==> src/rtl/alu_status_pkg.sv <==
package alu_status_pkg;

  localparam int OP_W   = 4;
  localparam int FLAG_W = 5;

  // flag positions inside the status register
  localparam int FL_C  = 0;
  localparam int FL_DC = 1;
  localparam int FL_Z  = 2;
  localparam int FL_OV = 3;
  localparam int FL_N  = 4;

  typedef enum logic [OP_W-1:0] {
    OP_ADD  = 4'd0,
    OP_SUB  = 4'd1,
    OP_AND  = 4'd2,
    OP_IOR  = 4'd3,
    OP_XOR  = 4'd4,
    OP_CLR  = 4'd5,
    OP_RLC  = 4'd6,
    OP_RRC  = 4'd7,
    OP_BSET = 4'd8,
    OP_BCLR = 4'd9,
    OP_SWAP = 4'd10,
    OP_MOVE = 4'd11
  } op_e;

  // which flags an operation owns, ordered {N, OV, Z, DC, C}
  function automatic logic [FLAG_W-1:0] op_flag_mask(input logic [OP_W-1:0] op);
    case (op)
      OP_ADD, OP_SUB:          op_flag_mask = 5'b11111;
      OP_AND, OP_IOR, OP_XOR:  op_flag_mask = 5'b10100;
      OP_CLR:                  op_flag_mask = 5'b00100;
      OP_RLC, OP_RRC:          op_flag_mask = 5'b10111;
      default:                 op_flag_mask = 5'b00000;
    endcase
  endfunction

  // codes 12..15 are reserved and do nothing
  function automatic logic op_is_defined(input logic [OP_W-1:0] op);
    op_is_defined = (op <= OP_MOVE);
  endfunction

endpackage

==> src/rtl/asu_datapath.sv <==
module asu_datapath
  import alu_status_pkg::*;
#(
  parameter int DATA_W = 8
) (
  input  logic [OP_W-1:0]   op,
  input  logic [DATA_W-1:0] acc,
  input  logic [DATA_W-1:0] src,
  input  logic              carry_in,
  output logic [DATA_W-1:0] res,
  output logic [FLAG_W-1:0] fval,
  output logic [FLAG_W-1:0] fmask,
  output logic              dest_we
);

  localparam int HALF_W = DATA_W / 2;
  localparam int MSB    = DATA_W - 1;
  localparam int IDX_W  = $clog2(DATA_W);

  logic              is_sub;
  logic [DATA_W-1:0] addend;
  logic [DATA_W:0]   full_sum;
  logic [HALF_W:0]   low_sum;
  logic              add_ov;
  logic [DATA_W-1:0] bit_mask;

  // subtraction adds the two's complement of the accumulator
  assign is_sub   = (op == OP_SUB);
  assign addend   = is_sub ? ~acc : acc;
  assign full_sum = {1'b0, src} + {1'b0, addend} + {{DATA_W{1'b0}}, is_sub};
  assign low_sum  = {1'b0, src[HALF_W-1:0]} + {1'b0, addend[HALF_W-1:0]}
                  + {{HALF_W{1'b0}}, is_sub};
  assign add_ov   = (src[MSB] == addend[MSB]) && (full_sum[MSB] != src[MSB]);
  assign bit_mask = {{(DATA_W-1){1'b0}}, 1'b1} << acc[IDX_W-1:0];

  assign fmask   = op_flag_mask(op);
  assign dest_we = op_is_defined(op);

  always_comb begin
    res         = src;
    fval        = '0;
    fval[FL_C]  = full_sum[DATA_W];
    fval[FL_DC] = low_sum[HALF_W];
    fval[FL_OV] = add_ov;
    case (op)
      OP_ADD, OP_SUB: res = full_sum[DATA_W-1:0];
      OP_AND:  res = src & acc;
      OP_IOR:  res = src | acc;
      OP_XOR:  res = src ^ acc;
      OP_CLR:  res = '0;
      OP_RLC: begin
        res         = {src[DATA_W-2:0], carry_in};
        fval[FL_C]  = src[MSB];
        fval[FL_DC] = src[HALF_W-1];
      end
      OP_RRC: begin
        res         = {carry_in, src[DATA_W-1:1]};
        fval[FL_C]  = src[0];
        fval[FL_DC] = src[HALF_W];
      end
      OP_BSET: res = src | bit_mask;
      OP_BCLR: res = src & ~bit_mask;
      OP_SWAP: res = {src[HALF_W-1:0], src[DATA_W-1:HALF_W]};
      OP_MOVE: res = acc;
      default: res = src;
    endcase
    fval[FL_Z] = (res == '0);
    fval[FL_N] = res[MSB];
  end

endmodule

==> src/rtl/asu_flag_reg.sv <==
module asu_flag_reg
  import alu_status_pkg::*;
#(
  parameter int DATA_W = 8
) (
  input  logic              clk,
  input  logic              rst,
  input  logic              upd_en,
  input  logic              dst_stat,
  input  logic              dest_we,
  input  logic [FLAG_W-1:0] fval,
  input  logic [FLAG_W-1:0] fmask,
  input  logic [DATA_W-1:0] data_in,
  output logic [DATA_W-1:0] status
);

  localparam int PAD_W = DATA_W - FLAG_W;

  logic [FLAG_W-1:0] flags_q;
  logic [FLAG_W-1:0] flags_d;
  logic              any_flag;
  logic              data_wr;

  assign any_flag = |fmask;
  // a data write reaches the flags only if the operation owns none of them
  assign data_wr  = dst_stat && dest_we && !any_flag;

  for (genvar i = 0; i < FLAG_W; i++) begin : g_bit
    always_comb begin
      if (fmask[i])     flags_d[i] = fval[i];
      else if (data_wr) flags_d[i] = data_in[i];
      else              flags_d[i] = flags_q[i];
    end
  end

  // flag bits power up undefined; only an executed operation loads them
  always_ff @(posedge clk) begin
    if (!rst && upd_en) flags_q <= flags_d;
  end

  assign status = {{PAD_W{1'b0}}, flags_q};

  assert_flag_logic_wins_R9: assert property (@(posedge clk) disable iff (rst)
    (upd_en && dst_stat && any_flag) |=>
      (((flags_q ^ $past(flags_q)) & ~$past(fmask)) == '0));

  assert_plain_data_write_R8: assert property (@(posedge clk) disable iff (rst)
    (upd_en && data_wr) |=> (flags_q == $past(data_in[FLAG_W-1:0])));

endmodule

==> src/rtl/alu_status_unit.sv <==
module alu_status_unit
  import alu_status_pkg::*;
#(
  parameter int DATA_W = 8
) (
  input  logic              clk,
  input  logic              rst,
  input  logic [3:0]        op_i,
  input  logic [DATA_W-1:0] acc_i,
  input  logic [DATA_W-1:0] mem_i,
  input  logic              to_status_i,
  input  logic              wr_en_i,
  output logic [DATA_W-1:0] result_o,
  output logic [DATA_W-1:0] status_o
);

  localparam int MSB = DATA_W - 1;

  logic [DATA_W-1:0] src;
  logic [DATA_W-1:0] alu_res;
  logic [FLAG_W-1:0] alu_fval;
  logic [FLAG_W-1:0] alu_fmask;
  logic              alu_dest_we;
  logic [DATA_W-1:0] result_q;

  // the status register is the operand when it is also the target
  assign src = to_status_i ? status_o : mem_i;

  asu_datapath #(.DATA_W(DATA_W)) u_dp (
    .op       (op_i),
    .acc      (acc_i),
    .src      (src),
    .carry_in (status_o[FL_C]),
    .res      (alu_res),
    .fval     (alu_fval),
    .fmask    (alu_fmask),
    .dest_we  (alu_dest_we)
  );

  asu_flag_reg #(.DATA_W(DATA_W)) u_flags (
    .clk      (clk),
    .rst      (rst),
    .upd_en   (wr_en_i),
    .dst_stat (to_status_i),
    .dest_we  (alu_dest_we),
    .fval     (alu_fval),
    .fmask    (alu_fmask),
    .data_in  (alu_res),
    .status   (status_o)
  );

  always_ff @(posedge clk) begin
    if (rst)                          result_q <= '0;
    else if (wr_en_i && alu_dest_we)  result_q <= alu_res;
  end

  assign result_o = result_q;

  assert_idle_hold_R11: assert property (@(posedge clk) disable iff (rst)
    (!wr_en_i || !alu_dest_we) |=> ($stable(result_o) && $stable(status_o)));

  assert_zero_tracks_result_R3: assert property (@(posedge clk) disable iff (rst)
    (wr_en_i && alu_fmask[FL_Z]) |=> (status_o[FL_Z] == (result_o == '0)));

  assert_neg_tracks_result_R5: assert property (@(posedge clk) disable iff (rst)
    (wr_en_i && alu_fmask[FL_N]) |=> (status_o[FL_N] == result_o[MSB]));

  assert_upper_bits_zero_R1: assert property (@(posedge clk) disable iff (rst)
    wr_en_i |=> (status_o[DATA_W-1:FLAG_W] == '0));

endmodule

==> config.mk <==
export PLATFORM = sky130hd
export DESIGN_NAME = alu_status_unit
export DESIGN_NICKNAME = d
export VERILOG_FILES = /design/src/rtl/alu_status_pkg.sv /design/src/rtl/asu_datapath.sv /design/src/rtl/asu_flag_reg.sv /design/src/rtl/alu_status_unit.sv
export SDC_FILE = /design/constraint.sdc
export NUM_CORES = 1
export LEC_CHECK = 0
export ABC_CLOCK_PERIOD_IN_PS = 5600
export BUFFER_PORTS_ARGS = -buffer_cell sky130_fd_sc_hd__buf_2
export CORE_MARGIN = 8
export CORE_UTILIZATION = 30
export CTS_CLUSTER_SIZE = 24
export DETAILED_ROUTE_END_ITERATION = 6
export GPL_TIMING_DRIVEN = 0
export PLACE_DENSITY = 0.45
export SLEW_MARGIN = 10
export SYNTH_ARGS = -nofsm -noshare
export SYNTH_HDL_FRONTEND = slang
export SYNTH_SLANG_ARGS = --single-unit
==> constraint.sdc <==
create_clock -name clk -period 5.6 [get_ports clk]
set_input_delay 0.28 -clock clk [delete_from_list [all_inputs] [get_ports clk]]
set_output_delay 0.28 -clock clk [all_outputs]
set_load 0.03 [all_outputs]
==> impl_results.md, run 1 <==
- Design area: 0.002586 mm^2
- Total power draw: 414.6 uW
- Synth unique cells: 77
- Ports: 40
- Final setup viols: 0
- Antenna cells: 0
- Mux contribution to synthesized area: between 5 and 6%
- Clock share of power: ~20%
- Unrepaired setup endpoints after global routing: no
- CTS buffer count: 3
- Worst-path fanout max: 5
- CTS H-tree depth: 1
- Port Buf Inserts: 34
- Synthesized flop and latch total: 13
- Clock transition at the registers of the reported paths: 50 ps
- PD cells: 160.3 mW/mm^2
- Hold WS: just over 400 ps
- Commonest non-fill, non-tap cell in the layout: buf_2
- Area share of and/or/nand/nor cells after synthesis: 26.76%
- Adder-cell share of the synthesized area: 5.363%
- Post-cts sizing count: 0
- Root Buffer: clkbuf_8
- Row count: 31
- Clk_skew: between 2 and 2.5 ps
- Crit path setup slack, layout: 1878 ps
- Worst Path Arrival: 3770 ps
- Worst min path class: primary input to register
- Die Ht: 102.4 um
- Compound-cell area share of the yosys netlist: around a third
- CP startpoint kind: register
- Grt total ovfl: 0
- Register area: 310.3 um^2
- Detail Route Antenna Nets: 0
- Largest family of logic cells by synthesized area: compound AO/OA/AOI/OAI gates
- Static leakage: 1.061 nW
- Routed wire per std cell: about 19 um
- Hold Vio Cnt, Final: 0
- CP endpoint kind: register
- Peak supply drop: 0.06409 mV
- Die area: 0.01049 mm^2
- Max-capacitance violation count: 0
- FILL cells: 807
- Die Wd: 102.4 um
- Fin crit period: 3722 ps
- Avg Cell Area, Syn: 7.516 um^2
- CTS sink count: 13
- Vias/cell: 5.762
- Placed cells: 433
- Cts hold-fix bufs: 0
- Layout Nets: 372
- RePlAce Congestion: 0.9106
- Top_reg_cell synth: dfxtp_1
- DR vias: around 2500
- Core ar.: around 0.0073 mm^2
- Cell count after synthesis: 298
- Final worst-path cycle share: 66.46%
- Slew margin rel.: 45.60%
- Clk_lat worst skew: 240 ps
- Total track usage: between 10% and 20%
- Peak Freq: roughly 0.27 GHz
- Ys async rst share: 0%
- Pre-antenna DRT Iters: 5
- Initial Util: 30.88%
- EDFF count, synth: 5
- Initial antenna violation count: 0
- Warnings from Yosys: 0
- DRC: 0
- Critical path class: register to register
- 1st-iter DRT viols: between 200 and 300
- Multi-input gate area: 0.001722 mm^2
- Clk buf depth: 2
- Global-route wire length before repair: 12920 um
- Post-synth design cell area: 0.002240 mm^2
- Core Util, Final: 35.66%
- Seq/Total Area, Yosys: 13.85%
- WL final: 8268 um
- Vias in the first global route: 2418
- Status: complete, no violations
- Worst Path Required: 5650 ps
- Post-CTS Repair Setup Buffers: 0
- Max-slew violations: 0
- Setup TNS: 0 ps
- Power share of the sequential group: a little over a quarter
- NetSw: 175.9 uW
- Worst-margin pin slew: a little over 800 ps
- Logic gate share of total power: between 50% and 60%
- Most frequent cells in the layout: buf_2 (41), nor2_1 (28), a21oi_1 (22)
- Placed inst area: 0.002541 mm^2
- CTS tree: built
- Dpl ws: 1965 ps
- Fraction of layout cells with a size suffix above 1: 21.89%
- Net Sw Frac: 42.43%
- Post-Synth XOR/XNOR Area: 4.693%
- Finished Layout Cells: around 440
- Cell-internal power: 238.7 uW
- Area Growth Syn to Fin: 15.47%
- Largest net degree at the start of global routing: 11
- Detailed placement HPWL: 6568 um
path summary, 6_finish.rpt:
check,cells after the start,endpoint,startpoint,slack [ps]
max reg2reg,11,u_flags.flags_q[2],u_flags.flags_q[0],1880
max,11,u_flags.flags_q[2],u_flags.flags_q[0],1880
min,2,result_o[2],rst,400
min reg2reg,2,result_o[2],result_o[2],490
power by group through the flow:
stage | clock network (mW) | registers [mW] | logic (mW)
floorplan | 0 | 0.123 | 0.144
global placement | 0 | 0.111 | 0.221
detailed placement | 0 | 0.111 | 0.220
CTS | 0.0853 | 0.109 | 0.221
global route | 0.0916 | 0.110 | 0.243
finish | 0.0818 | 0.109 | 0.223
state kept, by name, summed over array words and instances, names as in the netlist:
name / count
result_o: 8
u_flags.flags_q: 5
cells in the mapped netlist, types with 6 or more instances:
cell / count / area (um^2)
a21oi_1: 22 / 110.1
xor2_1: 10 / 87.58
o21ai_0: 21 / 105.1
inv_1: 8 / 30.03
buf_4: 8 / 60.06
nand3_1: 6 / 30.03
nand2_1: 19 / 71.32
nor2_1: 28 / 105.1
buf_2: 7 / 35.03
clkbuf_1: 9 / 33.78
nand2b_1: 8 / 50.05
dfxtp_1: 8 / 160.2
a211oi_1: 8 / 60.06
ha_1: 8 / 100.1
critical path, cell delays in order (launching register included):
cell and delay (ps):
edfxtp_1 460, mux2i_1 570, nand2_1 260, o21a_1 180
fa_1 400, a21o_1 180, a21oi_1 380, xnor2_1 130
nand2_1 90, nand4_1 170, or3_1 430, o41ai_2 280
layer usage:
layer	vias up	part of all wire, %	track usage (%)
li1	1205	-	-
met1	1200	46	20.88
met2	98	46	25.39
met3	15	6.5	2.452
met4	0	1.5	3.950
met5	-	0	0
layout make-up:
type,count,area share (%)
inverters,13,1.887
clock buffers,4,1.742
well taps,99,4.790
repair buffers,34,6.580
plain buffers,28,6.434
flip-flops and latches,13,12.00
multi-input cells,246,66.57
cells by family after synthesis:
| kind of cell | Yosys count |
|---|---|
| simple gates | 107 |
| compound gates | 106 |
| buf+inv | 41 |
| flops | 13 |
| xor+xnor | 12 |
| fa+ha+maj | 9 |
| mux | 9 |
| other cells | 1 |
(Power assumes the default switching activity.)
==> run 2, diff against run 1 <==
- ABC_CLOCK_PERIOD_IN_PS: 5600 -> 3550
- clock period: 5.6 -> 3.55 ns (I/O delays scaled with it)
==> run 2 against run 1 <==
  * Utilization rose by 0.22 points
  * Fmax grew 13%
  * Power rose by 58%
  * Final area grew 0.63%
  * Sequential share of layout area shrank 0.075 points
  * Clock-buffer cell count did not move
  * Via count rose by 0.87%
  * Critical path type unchanged
  * Critical endpoint unchanged
==> impl_results.md, run 2 (synthesis gave the netlist of run 1 again) <==
- Dpl ws: -84.59 ps
- Initial Util: 30.88%
- Commonest non-fill, non-tap cell in the layout: buf_2
- Row count: 31
- Total track usage: 15.69%
- RePlAce Congestion: 0.9106
- CTS buffer count: 3
- Most frequent cells in the layout: buf_2 (41), nor2_1 (28), a21oi_1 (21), o21ai_0 (21), nand2_1 (19)
- Clk_lat worst skew: 240 ps
- Initial antenna violation count: 0
- Ports: 40
- Vias/cell: around 5.8
- Grt total ovfl: 0
- Hold WS: between 300 and 400 ps
- 1st-iter DRT viols: 234
- Placed cells: 433
- Total power draw: approximately 660 uW
- Clk buf depth: 2
- DRC: 0
- Status: complete, no violations
- CTS sink count: 13
- Max-slew violations: 0
- Fraction of layout cells with a size suffix above 1: 22.49%
- DR vias: about 2500
- CP endpoint kind: register
- Reg2reg end: u_flags.flags_q[2]
- Worst Hold Launch: rst
- CTS H-tree depth: 1
- Final worst-path cycle share: 92.44%
- Antenna cells: 0
- Clock transition at the registers of the reported paths: roughly 50 ps
- Crit path setup slack, layout: 268.4 ps
- Design area: 0.002603 mm^2
- Die Wd: 102.4 um
- Hold Vio Cnt, Final: 0
- Cts hold-fix bufs: 0
- Unrepaired setup endpoints after global routing: no
- Post-CTS Repair Setup Buffers: 0
- Finished Layout Cells: about 440
- CP startpoint kind: register
- Reg2reg start: u_flags.flags_q[0]
- R2R setup slack: 270 ps
- Fin crit period: 3282 ps
- Detailed placement HPWL: 6568 um
- Global-route wire length before repair: 12960 um
- Layout Nets: 372
- Worst Reg2Reg Path Length in Cells: 11
- Root Buffer: clkbuf_8
- Vias in the first global route: between 2000 and 2500
- WHS Path Cells: 2
- Die Ht: 102.4 um
- Worst Hold Path EP: result_o[2]
- Max-capacitance violation count: 0
- Worst-margin pin slew: between 800 and 900 ps
- Core ar.: 0.007253 mm^2
- Static leakage: around 1.1 nW
- Peak Freq: 0.3047 GHz
- Placed inst area: 0.002541 mm^2
- Largest net degree at the start of global routing: 11
- Multi-input gate area: 0.001738 mm^2
- DR WL met2: 3737 um
- Peak supply drop: 0.1012 mV
- Worst min path class: primary input to register
- Critical path class: register to register
- Worst Path Arrival: 3330 ps
- Slew margin rel.: 43.27%
- WL final: 8233 um
- Final setup viols: 0
- Clk_skew: 2.631 ps
- Routed wire per std cell: 18.84 um
- FILL cells: 808
- PD cells: 252.2 mW/mm^2
- Worst Path Required: about 3600 ps
- Die area: between 0.01 and 0.015 mm^2
- Max FFs per register: 8
- Max Used Layer: met4
- Metal3 WL: 603 um
- Register area: 310.3 um^2
- Met1 Wirelength: 3758 um
- Port Buf Inserts: 34
- Worst-path fanout max: 5
- CTS tree: built
- Pre-antenna DRT Iters: 5
- Area Growth Syn to Fin: 16.20%
- Detail Route Antenna Nets: 0
[run 2: cell counts in the layout (fill, tap and decap cells not counted)]
No cell type changed its count.
[run 2: through the flow]
step / utilization [%] / setup TNS [ps]
floorplan: - / 0
global placement: 35.04 / -189.4
detailed placement: 35.04 / -84.59
CTS: 35.71 / 0
global route: 35.88 / 0
finish: 35.88 / 0
[run 2: repair_timing]
action                     CTS  global route
setup endpoints to repair    1             1
gates resized for setup      1             2
gates cloned                 0             0
[run 2: worst max-delay path by stage]
stage	from	depth (start not counted)	slack [ps]	end
2_1_floorplan	op_i[3]	12	650	u_flags.flags_q[2]
3_3_place_gp	u_flags.flags_q[0]	11	-190	u_flags.flags_q[2]
3_5_place_dp	u_flags.flags_q[0]	11	-80	u_flags.flags_q[2]
4_1_cts	u_flags.flags_q[0]	11	40	u_flags.flags_q[2]
5_1_grt	u_flags.flags_q[0]	11	110	u_flags.flags_q[2]
6_report	u_flags.flags_q[0]	11	270	u_flags.flags_q[2]
[run 2: final cells by class]
type,count,area share (%)
plain buffers,28,6.394
flip-flops and latches,13,11.92
inverters,13,1.875
clock buffers,4,1.731
multi-input cells,246,66.78
repair buffers,34,6.538
well taps,99,4.760
[run 2: metal layers]
metal | global-route usage, % | vias up
li1 | - | 1210
met1 | 20.98 | 1194
met2 | 25.44 | 121
met3 | 2.452 | 15
met4 | 3.950 | 0
met5 | 0 | -
[run 2: report_power, final]
group | total, mW | internal, mW | switching, mW | leakage (nW)
sequential | 0.173 | 0.167 | 0.00527 | 0.112
clock | 0.129 | 0.0791 | 0.0498 | 0.0228
combinational | 0.355 | 0.132 | 0.223 | 0.925
total | 0.656 | 0.378 | 0.278 | 1.06
[run 2: worst max-delay path, cell delays in order, from the launching register on]
cell,delay (ps)
edfxtp_1,490
mux2i_4,300
nand2_1,190
o21a_1,180
fa_1,400
a21o_1,190
a21oi_2,260
xnor2_1,110
nand2_1,80
nand4_1,170
or3_1,430
o41ai_2,290
